<file path="config.mk">
export PLATFORM = sky130hd
export DESIGN_NAME = fctl_tx_inject
export DESIGN_NICKNAME = d
export VERILOG_FILES = /design/src/rtl/fctl_pkg.sv /design/src/rtl/fctl_level_cmp.sv /design/src/rtl/fctl_seq_fsm.sv /design/src/rtl/fctl_tx_mux.sv /design/src/rtl/fctl_tx_inject.sv
export SDC_FILE = /design/constraint.sdc
export NUM_CORES = 1
export LEC_CHECK = 0
export ABC_AREA = 1
export BUFFER_PORTS_ARGS = -buffer_cell sky130_fd_sc_hd__buf_4
export CORE_ASPECT_RATIO = 1.2
export CORE_MARGIN = 5
export CORE_UTILIZATION = 37
export CTS_BUF_LIST = sky130_fd_sc_hd__clkbuf_4 sky130_fd_sc_hd__clkbuf_8
export CTS_CLUSTER_SIZE = 28
export DETAILED_ROUTE_END_ITERATION = 8
export HOLD_SLACK_MARGIN = 0.05
export PLACE_DENSITY = 0.82
export REMOVE_ABC_BUFFERS = 1
export SETUP_SLACK_MARGIN = 0.05
export SLEW_MARGIN = 20
export SYNTH_ARGS = -nofsm -noshare
export SYNTH_HDL_FRONTEND = slang
export SYNTH_SLANG_ARGS = --single-unit
export TNS_END_PERCENT = 20
</file>
<file path="constraint.sdc">
create_clock -name clk -period 2.3 [get_ports clk]
set_clock_uncertainty 0.1 [all_clocks]
set_input_delay 0.69 -clock clk [delete_from_list [all_inputs] [get_ports clk]]
set_output_delay 0.69 -clock clk [all_outputs]
set_load 0.02 [all_outputs]
</file>
<file path="src/rtl/fctl_pkg.sv">
package fctl_pkg;
  localparam int CHAR_W = 8;

  typedef enum logic [2:0] {
    ST_IDLE,
    ST_OFF1,
    ST_OFF2,
    ST_OFF_DONE,
    ST_ON1,
    ST_ON2
  } fctl_state_e;

  function automatic logic [CHAR_W-1:0] len_mask(input logic [1:0] wl);
    case (wl)
      2'd0:    len_mask = 8'h1F;
      2'd1:    len_mask = 8'h3F;
      2'd2:    len_mask = 8'h7F;
      default: len_mask = 8'hFF;
    endcase
  endfunction
endpackage

</file>
<file path="src/rtl/fctl_level_cmp.sv">
module fctl_level_cmp #(
  parameter int CNT_W = 7
) (
  input  logic [CNT_W-1:0] level,
  input  logic [CNT_W-1:0] trig,
  output logic             above
);
  always_comb above = (level >= trig);
endmodule

</file>
<file path="src/rtl/fctl_seq_fsm.sv">
module fctl_seq_fsm
  import fctl_pkg::*;
(
  input  logic              clk,
  input  logic              rst_n,
  input  logic              en,
  input  logic              dual,
  input  logic              above,
  input  logic              tx_ready,
  input  logic [CHAR_W-1:0] off1,
  input  logic [CHAR_W-1:0] off2,
  input  logic [CHAR_W-1:0] on1,
  input  logic [CHAR_W-1:0] on2,
  output logic              ctl_valid,
  output logic [CHAR_W-1:0] ctl_code
);
  fctl_state_e st, st_nx;

  always_ff @(posedge clk or negedge rst_n) begin
    if (!rst_n) st <= ST_IDLE;
    else        st <= st_nx;
  end

  always_comb begin
    st_nx = st;
    case (st)
      ST_IDLE:     if (en && above) st_nx = ST_OFF1;
      ST_OFF1: begin
        if (tx_ready)             st_nx = dual ? ST_OFF2 : ST_OFF_DONE;
        else if (!above || !en)   st_nx = ST_IDLE;
      end
      ST_OFF2:     if (tx_ready) st_nx = ST_OFF_DONE;
      ST_OFF_DONE: begin
        if (!en)         st_nx = ST_IDLE;
        else if (!above) st_nx = ST_ON1;
      end
      ST_ON1:      if (tx_ready) st_nx = dual ? ST_ON2 : ST_IDLE;
      ST_ON2:      if (tx_ready) st_nx = ST_IDLE;
      default:     st_nx = ST_IDLE;
    endcase
  end

  always_comb begin
    ctl_valid = 1'b1;
    ctl_code  = '0;
    case (st)
      ST_OFF1: ctl_code = off1;
      ST_OFF2: ctl_code = off2;
      ST_ON1:  ctl_code = on1;
      ST_ON2:  ctl_code = on2;
      default: ctl_valid = 1'b0;
    endcase
  end


  off_arm_chk: assert property (@(posedge clk) disable iff (!rst_n)
    (st == ST_IDLE && en && above) |=> (st == ST_OFF1));

  off_pair_chk: assert property (@(posedge clk) disable iff (!rst_n)
    (st == ST_OFF1 && tx_ready && dual) |=> (st == ST_OFF2));

  off_once_chk: assert property (@(posedge clk) disable iff (!rst_n)
    (st == ST_OFF_DONE && en && above) |=> (st == ST_OFF_DONE));

  on_arm_chk: assert property (@(posedge clk) disable iff (!rst_n)
    (st == ST_OFF_DONE && en && !above) |=> (st == ST_ON1));

  off_drop_chk: assert property (@(posedge clk) disable iff (!rst_n)
    (st == ST_OFF1 && !above && !tx_ready) |=> (st == ST_IDLE));

  dis_idle_chk: assert property (@(posedge clk) disable iff (!rst_n)
    (st == ST_OFF_DONE && !en) |=> (st == ST_IDLE));

  no_ctl_off_chk: assert property (@(posedge clk) disable iff (!rst_n)
    (st == ST_IDLE && !en) |=> !ctl_valid);
endmodule

</file>
<file path="src/rtl/fctl_tx_mux.sv">
module fctl_tx_mux
  import fctl_pkg::*;
(
  input  logic              clk,
  input  logic              rst_n,
  input  logic              ctl_valid,
  input  logic [CHAR_W-1:0] ctl_code,
  input  logic [1:0]        wlen,
  input  logic [CHAR_W-1:0] fifo_data,
  input  logic              fifo_valid,
  output logic              fifo_ready,
  output logic [CHAR_W-1:0] tx_data,
  output logic              tx_valid,
  input  logic              tx_ready
);
  logic [CHAR_W-1:0] mask;

  always_comb begin
    mask = len_mask(wlen);
    if (ctl_valid) begin
      tx_valid   = 1'b1;
      tx_data    = ctl_code & mask;
      fifo_ready = 1'b0;
    end else begin
      tx_valid   = fifo_valid;
      tx_data    = fifo_data;
      fifo_ready = tx_ready;
    end
  end


  ctl_prio_chk: assert property (@(posedge clk) disable iff (!rst_n)
    ctl_valid |-> (!fifo_ready && tx_valid));

  ctl_hold_chk: assert property (@(posedge clk) disable iff (!rst_n)
    (ctl_valid && !tx_ready && $stable(wlen)) |=> (!ctl_valid || $stable(tx_data) || !$stable(ctl_code)));

  ctl_mask_chk: assert property (@(posedge clk) disable iff (!rst_n)
    ctl_valid |-> ((tx_data & ~len_mask(wlen)) == '0));
endmodule

</file>
<file path="src/rtl/fctl_tx_inject.sv">
module fctl_tx_inject
  import fctl_pkg::*;
#(
  parameter int CNT_W = 7
) (
  input  logic              clk,
  input  logic              rst_n,
  input  logic              auto_en,
  input  logic              dual_mode,
  input  logic [1:0]        wlen,
  input  logic [CNT_W-1:0]  rx_level,
  input  logic [CNT_W-1:0]  trig_level,
  input  logic [CHAR_W-1:0] xoff_code1,
  input  logic [CHAR_W-1:0] xoff_code2,
  input  logic [CHAR_W-1:0] xon_code1,
  input  logic [CHAR_W-1:0] xon_code2,
  input  logic [CHAR_W-1:0] fifo_data,
  input  logic              fifo_valid,
  output logic              fifo_ready,
  output logic [CHAR_W-1:0] tx_data,
  output logic              tx_valid,
  input  logic              tx_ready
);
  logic              above;
  logic              ctl_valid;
  logic [CHAR_W-1:0] ctl_code;

  fctl_level_cmp #(.CNT_W(CNT_W)) u_cmp (
    .level (rx_level),
    .trig  (trig_level),
    .above (above)
  );

  fctl_seq_fsm u_fsm (
    .clk       (clk),
    .rst_n     (rst_n),
    .en        (auto_en),
    .dual      (dual_mode),
    .above     (above),
    .tx_ready  (tx_ready),
    .off1      (xoff_code1),
    .off2      (xoff_code2),
    .on1       (xon_code1),
    .on2       (xon_code2),
    .ctl_valid (ctl_valid),
    .ctl_code  (ctl_code)
  );

  fctl_tx_mux u_mux (
    .clk        (clk),
    .rst_n      (rst_n),
    .ctl_valid  (ctl_valid),
    .ctl_code   (ctl_code),
    .wlen       (wlen),
    .fifo_data  (fifo_data),
    .fifo_valid (fifo_valid),
    .fifo_ready (fifo_ready),
    .tx_data    (tx_data),
    .tx_valid   (tx_valid),
    .tx_ready   (tx_ready)
  );
endmodule

</file>
# Yosys cells after proc, flatten, opt, wreduce, memory -nomap -nowiden
# Cells that the tools add are included.
dict set report word_totals {
  register_bits 3
  input_bits 62
  out_inout_bits 10
  word_cells 41
}
dict set report op_classes {
  order_cmp 1
  eq_ne 13
  muxes 17
  bitwise_logic 1
  reduce_logical 8
}
# operator count
set ops {}
lappend ops {{8-bit case mux with 4 select lines} 1}
lappend ops {{3-bit 2-to-1 mux} 9}
lappend ops {{8-bit case mux with 3 select lines} 1}
lappend ops {{3-bit case mux with 6 select lines} 1}
lappend ops {{8-bit bitwise AND} 1}
lappend ops {{8-bit 2-to-1 mux} 1}
lappend ops {{7-bit >= comparator} 1}
lappend ops {{3-bit by 2-bit equality test with 1-bit output, second input constant} 2}
lappend ops {{3-bit equality test, second input constant} 2}
lappend ops {{2-bit inequality test, second input constant} 3}
lappend ops {{6-bit AND reduction} 1}
lappend ops {{1-bit 2-to-1 mux} 4}
lappend ops {{4-bit OR reduction} 1}
lappend ops {{3-bit by 1-bit equality test with 1-bit output, second input constant} 1}
lappend ops {{3-bit logical NOT} 1}
lappend ops {{3-bit by 2-bit inequality test with 1-bit output, second input constant} 1}
lappend ops {{3-bit inequality test, second input constant} 1}
lappend ops {{2-bit by 1-bit equality test with 1-bit output, second input constant} 1}
lappend ops {{2-bit equality test, second input constant} 1}
lappend ops {{1-bit logical NOT} 2}
lappend ops {{2-bit logical NOT} 1}
lappend ops {{2-bit by 1-bit inequality test with 1-bit output, second input constant} 1}
lappend ops {{1-bit logical AND} 1}
lappend ops {{1-bit logical OR} 1}

# Longest topological paths before layout
# Gate-level depths: netlist of the first run.
dict set report logic_depth {
  word_depth 6
  depth_mapped 14
  ltp_nobuf 14
}

# Hierarchy
# Synthesis of the first run repeated with hierarchy kept, for this count alone.
dict set report unflattened {
  cells_unflattened 156
  hier_area_um2 837.1
}
# module instances cells_each area_per_inst_um2 seq_area_each_um2
set by_module_without_submodules {}
lappend by_module_without_submodules {fctl_seq_fsm 1 87 498.0 75.1}
lappend by_module_without_submodules {fctl_level_cmp 1 34 195.2 0.0}
lappend by_module_without_submodules {fctl_tx_mux 1 35 143.9 0.0}

# Worst setup path before layout of the first run
# OpenSTA, ideal clock, no wires.
dict set report synth_path {
  kind {reg2out}
  startpoint {register u_fsm.st[2]}
  endpoint {output port fifo_ready}
  t_arrival_ns 1.298
  required_ns 1.510
  setup_slack_ns 0.212
  path_stages_with_launch 6
  n_path_buf 0
  cell_sequence {dfrtp_1 > inv_1 > nor2_2 > nor3_2 > inv_2 > nor2_1}
}
dict set report synth_between {
  elab_chain_len 4
  word_cells_on_any_way 7
  cone_classes {4 x eq/ne; 2 x mux; 1 x reduce/logical}
}
# item line_no
set synth_lines {}
lappend synth_lines {{from (decl)} fctl_seq_fsm.sv:17} ;# fctl_state_e st, st_nx;
lappend synth_lines {{from (signal assigned)} fctl_seq_fsm.sv:21} ;# else st <= st_nx;
lappend synth_lines {{3-bit by 1-bit equality test with 1-bit output, or another cell as far along} fctl_seq_fsm.sv:46} ;# case (st)
lappend synth_lines {{4-bit OR reduction (no source line) (*)} n/a}
lappend synth_lines {{1-bit 2-to-1 mux (*)} fctl_seq_fsm.sv:46}
lappend synth_lines {{1-bit 2-to-1 mux (*)} fctl_tx_mux.sv:20} ;# if (ctl_valid) begin
lappend synth_lines {{to (decl)} fctl_tx_inject.sv:19} ;# output logic fifo_ready,
# Mark *: on every way between the ends. The rest lies on a longest branch, timed or not.

# Final worst setup path of the first run
dict set report layout_path {
  startpoint {register u_fsm.st[2]}
  endpoint {output port tx_data[2]}
}
dict set report layout_between {
  elab_chain_len 4
  word_cells_on_any_way 9
  cone_classes {4 x eq/ne; 3 x mux; 1 x bitwise; 1 x reduce/logical}
}
# item line_no
set layout_lines {}
lappend layout_lines {{3-bit equality test, or another cell as far along} fctl_seq_fsm.sv:46}
lappend layout_lines {{8-bit case mux with 4 select lines / 4-bit OR reduction (equally long branches)} n/a}
lappend layout_lines {{8-bit bitwise AND / 1-bit 2-to-1 mux (equally long branches)} {fctl_tx_mux.sv:22, fctl_seq_fsm.sv:46}}
lappend layout_lines {{8-bit 2-to-1 mux (*)} fctl_tx_mux.sv:20}
lappend layout_lines {{to (decl)} fctl_tx_inject.sv:20} ;# output logic [CHAR_W-1:0] tx_data,
# Marked as above.

==> results of run 1 <==
area by class of cell:
cell class	instances	area, µm²	share of cell area, %
inverter	22	87.58	6.256
tap	19	23.77	1.698
sequential	3	77.57	5.541
timing repair buffer	82	623.1	44.50
clock buffer	4	30.03	2.145
multi-input combinational	103	558.0	39.86
through the flow:
stage	util [%]	power [mW]	setup slack (ps)	instances
after CTS	74.04	1.207	-50.47	231
after floorplan	-	0.6346	68.98	128
after global placement	70.45	1.020	185.0	223
after detailed placement	70.45	1.037	144.5	223
final	75.66	1.241	-57.75	233
after global routing	75.66	1.341	-139.6	233
power by group through the flow:
stage	clock, mW	sequential [mW]	combinational (mW)
floorplan	0	0.0986	0.536
global placement	0	0.102	0.918
detailed placement	0	0.103	0.934
CTS	0.111	0.101	0.995
global route	0.117	0.111	1.11
finish	0.106	0.108	1.03
final timing paths:
path / slack [ps] / cells after the start / end
worst max register to register: 770 / 8 / u_fsm.st[1]
worst max-delay path: -60 / 7 / tx_data[2]
worst min-delay path: 130 / 1 / u_fsm.st[0]
max in group asynchronous: 1860 / 1 / u_fsm.st[1]
min in group clk: 590 / 3 / u_fsm.st[0]
worst min register to register: 590 / 3 / u_fsm.st[0]
kinds of logic (layout without fill, tap and decap cells):
family / after synthesis / count (layout) / synth area share [%]
AOI/OAI and AO/OA: 15 / 15 / 13.40
adders and majority gates: 7 / 7 / 12.03
buffers and inverters: 24 / 108 / 13.92
DFF: 3 / 3 / 10.31
and+or+nand+nor: 81 / 81 / 50.34
metal layers:
layer / part of all wire, % / track usage (%)
met3: 13 / 5.823
met2: 48 / 35.28
met5: 0 / 0
met1: 38 / 19.85
met4: 0.24 / 4.380
cell usage in the layout, fill, tap and decap left out, drive strengths merged, types with 4 or more instances in the layout:
| cell | count |
|---|---|
| clkbuf | 4 |
| nor2 | 5 |
| a22oi | 6 |
| o21ai | 4 |
| inv | 22 |
| buf | 82 |
| nand2 | 57 |
| ha | 7 |
| nor3 | 4 |
| nand3 | 8 |
| nand4 | 6 |
timing repair:
action	4_1_cts	5_1_grt
hold endpoints to repair	0	0
pin swaps	0	1
endpoints found under the setup margin	10	10
resized for setup	4	7
gates cloned	0	0
buffers inserted	4	2
==> qor.csv, run 1 <==
metric;value;unit
ys_dominant_reg_cell;dfrtp_1;
crit_type;reg -> out;
fill_cells;168;
grt_overflow;0;
worst_pin_slew;234.4;ps
initial_core_util;39.35;%
setup_viol_count_final;5;
antenna_found_initial;0;
io_pins;72;
cts_tree;yes;
cts.clk_slew.worst_paths;40;ps
wirelength;2933;µm
critPathMaxFanout;8;
grt_pass1_vias;1137;
synthTopCellsByArea;nand2_1, ha_1, dfrtp_1;
r2r-start;u_fsm.st[2];
cpMaxStageDelayCell;dfrtp_2;
hp-class;in -> async;
worst-path-buf-inv;3;
crit_path_end_kind;output port;
cts_made_buffers;3;
nNetsFinal;284;
ant_nets;0;
largest_register_ffs;3;
ys_types;23;
power.net_switching;0.6054;mW
start_kind;flop;
setup_slack;-57.75;ps
drv_cap;0;
stdcell_area;1400;µm²
fmax;424.1;MHz
power.share.combinational;82.8;%
post-synth-top-count-cell;nand2_1;
slew_violations;0;
area_growth;92.27;%
crit_chain;nor3_2 > nor3_2 > buf_4 > buf_4 > nand2_1 > nand4_1 > buf_4;
reg_top3;u_fsm.st x3;
layout-drive-gt1-share;47.66;%
vias;1167;
power_frac_clock;8.5;%
crit_path_frequent_cell;buf_4;
ys_ff_latch;3;
place_area;1304;µm²
netlist.area_leader.share;27.84;%
holdWs;134.4;ps
cts_hold_buf;0;
core-area;1851;µm²
critPathTopFamily;buffers and inverters;
rsz0062_at_grt;true;
cts_max_level;1;
routedWlPerCell;12.59;µm
leakagePower;0.8198;nW
cts_buffer_depth;2;
drc;0;
ys_seq_area_share;10.31;%
relSlewSlack;84.25;%
syn_avg_cell_area;5.602;µm²
p_seq_share;8.7;%
netlist_instances;130;
die_h;58.60;µm
ir_worst_vdd;0.0005019;V
grt_pass1_wl;4512;µm
hpwlAfterDp;2435;µm
netlist_area;728.2;µm²
clk_latency;230;ps
antenna_cells;0;
track_usage;18.74;%
die_x;50.50;µm
die_area;2959;µm²
cts-root-buf;clkbuf_4;
yosysTopAreaCell;nand2_1;
drt-pass1-iter-count;5;
grt_start_max_net_pins;11;
port_buffers;71;
postSynth.asyncResetShare;100.0;%
synth-edff-count;0;
powerDensity;886.1;nW/µm²
power_switching_share;48.80;%
viasPerCell;5.009;
place_congestion;0.7668;
timing.final.crit_share;102.5;%
critPathLaunch;u_fsm.st[2];
ys_warn_count;0;
setup-tns-final;-197.3;ps
clock_sinks;3;
rows;17;
worstPathRequired;1510;ps
status;finished, violations left;
cp.arrival;1570;ps
hold_viol_final;0;
violations;setup timing;
regMostFlops;u_fsm.st;
crit_path_max_incr_delay;450;ps
layout_min_cycle_time;2358;ps
drtIter0Drc;14;
p_int;0.6352;mW
synthTopCellsByCount;nand2_1, inv_1, ha_1, nand3_1;
(Power assumes the default switching activity.)
==> inputs of run 2 (changes only) <==
--- a/config.mk
+++ b/config.mk
@@ -13,8 +13,9 @@
 export CTS_BUF_LIST = sky130_fd_sc_hd__clkbuf_4 sky130_fd_sc_hd__clkbuf_8
 export CTS_CLUSTER_SIZE = 28
 export DETAILED_ROUTE_END_ITERATION = 8
+export GPL_TIMING_DRIVEN = 1
 export HOLD_SLACK_MARGIN = 0.05
-export PLACE_DENSITY = 0.82
+export PLACE_DENSITY_LB_ADDON = 0.3
 export REMOVE_ABC_BUFFERS = 1
 export SETUP_SLACK_MARGIN = 0.05
 export SLEW_MARGIN = 20
==> run 2 against run 1 <==
Against the previous run: the flow still finishes with violations (setup timing); flip-flop and latch count unchanged; global-route usage up 0.49 points; worst setup slack lost 110 ps; sequential share of layout area is 0.35 points lower; via count is 9.9% higher; first-iteration DRC count grew to 2.9 times the previous value; die area unchanged; fmax is 4.4% lower; cell area up 8.5%; critical path type unchanged; critical endpoint is now tx_data[5]; highest routed layer unchanged.
==> qor.csv, run 2 (synthesis results as in run 1) <==
metric;value;unit;change
rows;17;;unchanged
cts_max_level;1;;unchanged
vias;1283;;+9.9%
grt_start_max_net_pins;11;;unchanged
hp-class;in -> async;;
slew_violations;0;;unchanged
core-area;1851;µm²;unchanged
crit_path_end_kind;output port;;
critPathMaxFanout;5;;-3
start_kind;flop;;
mostFrequentLayoutCells;buf_4, nand2_1, inv_1, buf_6;;
nNetsFinal;290;;+2.1%
regMostFlops;u_fsm.st;;
die_area;2959;µm²;unchanged
ant_nets;0;;unchanged
hpwlAfterDp;2346;µm;-3.6%
rsz0062_at_grt;true;;
hold_viol_final;0;;unchanged
final_cells;239;;+2.6%
post-place-cells;224;;+0.45%
setup_slack;-165.9;ps;-108.1 ps
cts_made_buffers;3;;unchanged
final_common_cell;buf_4;;
ir_worst_vdd;0.0005440;V;+8.4%
die_h;58.60;µm;unchanged
place_ws;124.1;ps;-20.39 ps
track_usage;19.24;%;+0.49 points
leakagePower;0.8703;nW;+6.2%
antenna_cells;0;;unchanged
drc;0;;unchanged
die_x;50.50;µm;unchanged
reg_top3;u_fsm.st x3;;
place_congestion;0.7283;;-5.0%
drv_cap;0;;unchanged
port_buffers;71;;unchanged
cts_tree;yes;;
postLayoutCoreUtil;82.08;%;+6.4 points
drtIter0Drc;40;;+26
violations;setup timing;;
viasPerCell;5.368;;+7.2%
stdcell_area;1519;µm²;+8.5%
fill_cells;114;;-32%
cts.clk_slew.worst_paths;40;ps;about the same
largest_register_ffs;3;;unchanged
worstPathRequired;1510;ps;about the same
grt_pass1_wl;4712;µm;+4.4%
io_pins;72;;unchanged
area_growth;108.6;%;
worst_pin_slew;291.3;ps;+56.87 ps
layout-drive-gt1-share;53.64;%;+6.0 points
clock_sinks;3;;unchanged
setup_viol_count_final;9;;+4
initial_core_util;39.35;%;unchanged
cp.arrival;1680;ps;+110 ps
wirelength;3485;µm;+19%
layout_min_cycle_time;2466;ps;+108.1 ps
grt_overflow;0;;unchanged
cts-root-buf;clkbuf_4;;
crit_type;reg -> out;;
drt-pass1-iter-count;4;;-1
cts_buffer_depth;2;;unchanged
antenna_found_initial;0;;unchanged
clk_latency;230;ps;about the same
timing.final.crit_share;107.2;%;+4.7 points
status;finished, violations left;;
relSlewSlack;80.52;%;-3.7 points
place_area;1311;µm²;+0.58%
grt_pass1_vias;1179;;+3.7%
fmax;405.5;MHz;-4.4%
cts_hold_buf;0;;unchanged
routedWlPerCell;14.58;µm;+16%
worst-r2r-cell-count;9;;+1
finalPower;1.489;mW;+20%
powerDensity;980.3;nW/µm²;+11%
## run 2: cell count changes in the layout (fill, tap and decap cells not counted), sizes merged
cell,change
inv,-1
clkinvlp,+1
buf,+5
clkinv,+1
## run 2: power breakdown
| part | internal [mW] | leakage (nW) | switching (mW) |
|---|---|---|---|
| logic | 0.615 | 0.817 | 0.650 |
| clock network | 0.0768 | 0.0184 | 0.0285 |
| registers | 0.0773 | 0.0348 | 0.0413 |
## run 2: layer usage
layer	GRT usage [%]	vias to the layer above	share of wire [%]
met3	5.063	16	11
met1	19.48	580	33
met4	5.474	0	4.3
li1	-	606	-
met2	37.41	81	51
met5	0	-	0
## run 2: worst paths after layout
kind                             start          end  slack, ps
setup / recovery           u_fsm.st[2]   tx_data[5]       -170
hold reg to reg            u_fsm.st[0]  u_fsm.st[0]        600
hold / removal                   rst_n  u_fsm.st[1]        140
min in group clk           u_fsm.st[0]  u_fsm.st[0]        600
max in group asynchronous        rst_n  u_fsm.st[0]       1860
setup reg to reg           u_fsm.st[0]  u_fsm.st[2]        660
## run 2: timing repair
| item | 4_1_cts | 5_1_grt |
|---|---|---|
| gates resized for setup | 13 | 19 |
| endpoints found under the hold margin | 0 | 0 |
| endpoints found under the setup margin | 10 | 10 |
| cloned | 2 | 0 |
| setup buffers | 5 | 4 |
| pin swaps | 4 | 11 |
## run 2: through the flow
step | TNS [ps] | hold slack (ps)
final | -986.9 | 135.5
after global routing | -1892 | 128.8
after CTS | -242.8 | 129.8
after detailed placement | 0 | 379.2
after global placement | 0 | 379.1
after floorplan | 0 | 294.4
## run 2: cell type report
cell class	count	area [µm²]	area share [%]
inverters	22	83.83	5.519
flip-flops and latches	3	78.83	5.189
well taps	19	23.77	1.565
multi-input cells	103	606.8	39.95
repair inverters	1	7.507	0.4942
clock buffers	4	30.03	1.977
repair buffers	87	688.2	45.30
## run 2: worst max-delay path, cell delays in order, from the launching register on
cell and delay, ps:
dfrtp_2 440, inv_2 80, nor2_4 200, nand2_2 110, inv_2 120, nand2_1 80
nand3_2 80, a21oi_2 30, o21ai_1 140, buf_4 160
==> inputs of run 3 (changes only) <==
--- a/config.mk
+++ b/config.mk
@@ -7,7 +7,6 @@
 export LEC_CHECK = 0
 export ABC_AREA = 1
 export BUFFER_PORTS_ARGS = -buffer_cell sky130_fd_sc_hd__buf_4
-export CORE_ASPECT_RATIO = 1.2
 export CORE_MARGIN = 5
 export CORE_UTILIZATION = 37
 export CTS_BUF_LIST = sky130_fd_sc_hd__clkbuf_4 sky130_fd_sc_hd__clkbuf_8
==> constraint.sdc (replaced) <==
create_clock -name clk -period 2.5 [get_ports clk]
set_clock_uncertainty 0.1 [all_clocks]
set_input_delay 0.75 -clock clk [delete_from_list [all_inputs] [get_ports clk]]
set_output_delay 0.75 -clock clk [all_outputs]
set_load 0.02 [all_outputs]
==> run 3 against run 2 <==
Against the previous run: the flow now finishes without violations; worst hold slack gained 59 ps; clock-buffer cell count is the same; global-route usage grew 2.9 points; largest cell class unchanged.
==> qor.csv, run 3 (synthesis results as in run 1) <==
metric;value;unit;change
status;finished, final reports clean;;
grt_start_max_net_pins;11;;unchanged
final_common_cell;buf_4;;
crit_type;reg -> out;;
wirelength;3537;µm;+1.5%
clock_sinks;3;;unchanged
ant_nets;0;;unchanged
drc;0;;unchanged
core-area;1922;µm²;+3.9%
hp-class;in -> async;;
stdcell_area;1540;µm²;+1.4%
regMostFlops;u_fsm.st;;
grt_pass1_vias;1222;;+3.6%
mostFrequentLayoutCells;buf_4, nand2_1, inv_1, ha_1, buf_6;;
setup_slack;16.67;ps;+182.5 ps
track_usage;22.15;%;+2.9 points
drt-pass1-iter-count;4;;unchanged
largest_register_ffs;3;;unchanged
cts_tree;yes;;
start_kind;flop;;
initial_core_util;37.89;%;-1.5 points
reg_top3;u_fsm.st x3;;
routedWlPerCell;14.20;µm;-2.6%
antenna_cells;0;;unchanged
cts_buffer_depth;2;;unchanged
crit_path_end_kind;output port;;
cp.arrival;1630;ps;-50 ps
area_growth;111.5;%;
grt_overflow;0;;unchanged
hold_viol_final;0;;unchanged
io_pins;72;;unchanged
die_x;54.37;µm;+7.7%
cpMaxStageDelayCell;dfrtp_2;;
holdWs;194.2;ps;+58.73 ps
critPathTopFamily;buffers and inverters;;
layout-drive-gt1-share;54.05;%;+0.42 points
place_congestion;0.7701;;+5.7%
drtIter0Drc;24;;-40%
worstPathRequired;1650;ps;+140 ps
worst-path-buf-inv;4;;+1
cts-root-buf;clkbuf_4;;
finalPower;1.390;mW;-6.6%
cts_hold_buf;0;;unchanged
die_area;2956;µm²;-0.11%
timing.final.crit_share;99.33;%;
clk_latency;240;ps;about the same
viasPerCell;4.988;;-7.1%
powerDensity;902.8;nW/µm²;-7.9%
worst_pin_slew;303.6;ps;+12.34 ps
setup_viol_count_final;0;;-9
leakagePower;0.8751;nW;+0.55%
place_ws;156.4;ps;+32.29 ps
place_area;1299;µm²;-0.95%
crit_path_frequent_cell;buf_6;;
cts_made_buffers;3;;unchanged
nNetsFinal;292;;+0.69%
relSlewSlack;79.60;%;-0.92 points
drv_cap;0;;unchanged
vias;1242;;-3.2%
port_buffers;71;;unchanged
crit_path_max_incr_delay;440;ps;about the same
grt_pass1_wl;4968;µm;+5.4%
rows;16;;-1
die_h;54.37;µm;-7.2%
critPathMaxFanout;6;;+1
cts.clk_slew.worst_paths;40;ps;about the same
crit_chain;inv_2 > nor3_4 > nor3_4 > buf_6 > buf_6 > nand2_2 > nand4_1 > buf_6;;
rrSetupSlack;840;ps;+180 ps
layout_min_cycle_time;2483;ps;
cts_max_level;1;;unchanged
rsz0062_at_grt;true;;
hpwlAfterDp;2471;µm;+5.3%
ir_worst_vdd;0.0005905;V;+8.5%
antenna_found_initial;0;;unchanged
slew_violations;0;;unchanged
fmax;402.7;MHz;
[run 3: cell types whose count changed in the layout (fill, tap and decap cells not counted), sizes merged]
cell,change
clkinvlp,-1
buf,+3
clkinv,-1
inv,+1
[run 3: path summary, 6_finish.rpt]
check | from | end | cells after the start
setup / recovery | u_fsm.st[0] | tx_data[1] | 8
hold reg to reg | u_fsm.st[0] | u_fsm.st[0] | 3
max in group asynchronous | rst_n | u_fsm.st[2] | 1
hold / removal | rst_n | u_fsm.st[1] | 1
min in group clk | u_fsm.st[0] | u_fsm.st[0] | 3
setup reg to reg | u_fsm.st[0] | u_fsm.st[2] | 9
[run 3: layout make-up]
| class | count | area [µm²] |
|---|---|---|
| tap | 27 | 33.78 |
| multi-input combinational | 103 | 610.6 |
| fill | 141 | 381.6 |
| clock buffer | 4 | 30.03 |
| sequential | 3 | 78.83 |
| timing repair buffer | 90 | 699.4 |
| inverter | 22 | 87.58 |
[run 3: what timing repair did]
item | CTS | global route
endpoints found under the setup margin | 9 | 9
gates cloned | 0 | 1
pin swaps | 3 | 9
setup buffers | 4 | 11
resized for setup | 15 | 14
[run 3: per-stage QoR]
| step | setup TNS [ps] | cells | util [%] |
|---|---|---|---|
| after detailed placement | 0 | 229 | 67.58 |
| after global placement | 0 | 229 | 67.58 |
| after global routing | -183.2 | 249 | 80.14 |
| final | 0 | 249 | 80.14 |
| after floorplan | 0 | 128 | - |
| after CTS | 0 | 237 | 73.31 |
[run 3: power breakdown]
group,switching (mW),leakage (nW),internal (mW)
Sequential,0.0434,0.0348,0.0712
Combinational,0.587,0.822,0.590
Clock,0.0281,0.0184,0.0708
[run 3: worst reg2reg max path, cell delays in order, from the launching register on]
cell and delay [ps]:
dfrtp_2 440, inv_2 80, nor3_4 260, buf_2 220, buf_4 130, nand2_2 40, nand3_2 70, nand2_2 70
nand3_1 80, nand2_1 50
[run 3: routing by layer]
layer / track usage (%) / wire length (µm) / vias up / part of all wire [%]
met1: 24.03 / 1243 / 574 / 35
met5: 0 / 0 / - / 0
li1: - / - / 609 / -
met4: 11.20 / 102 / 0 / 2.9
met3: 2.725 / 196 / 13 / 5.5
met2: 41.43 / 1995 / 46 / 56
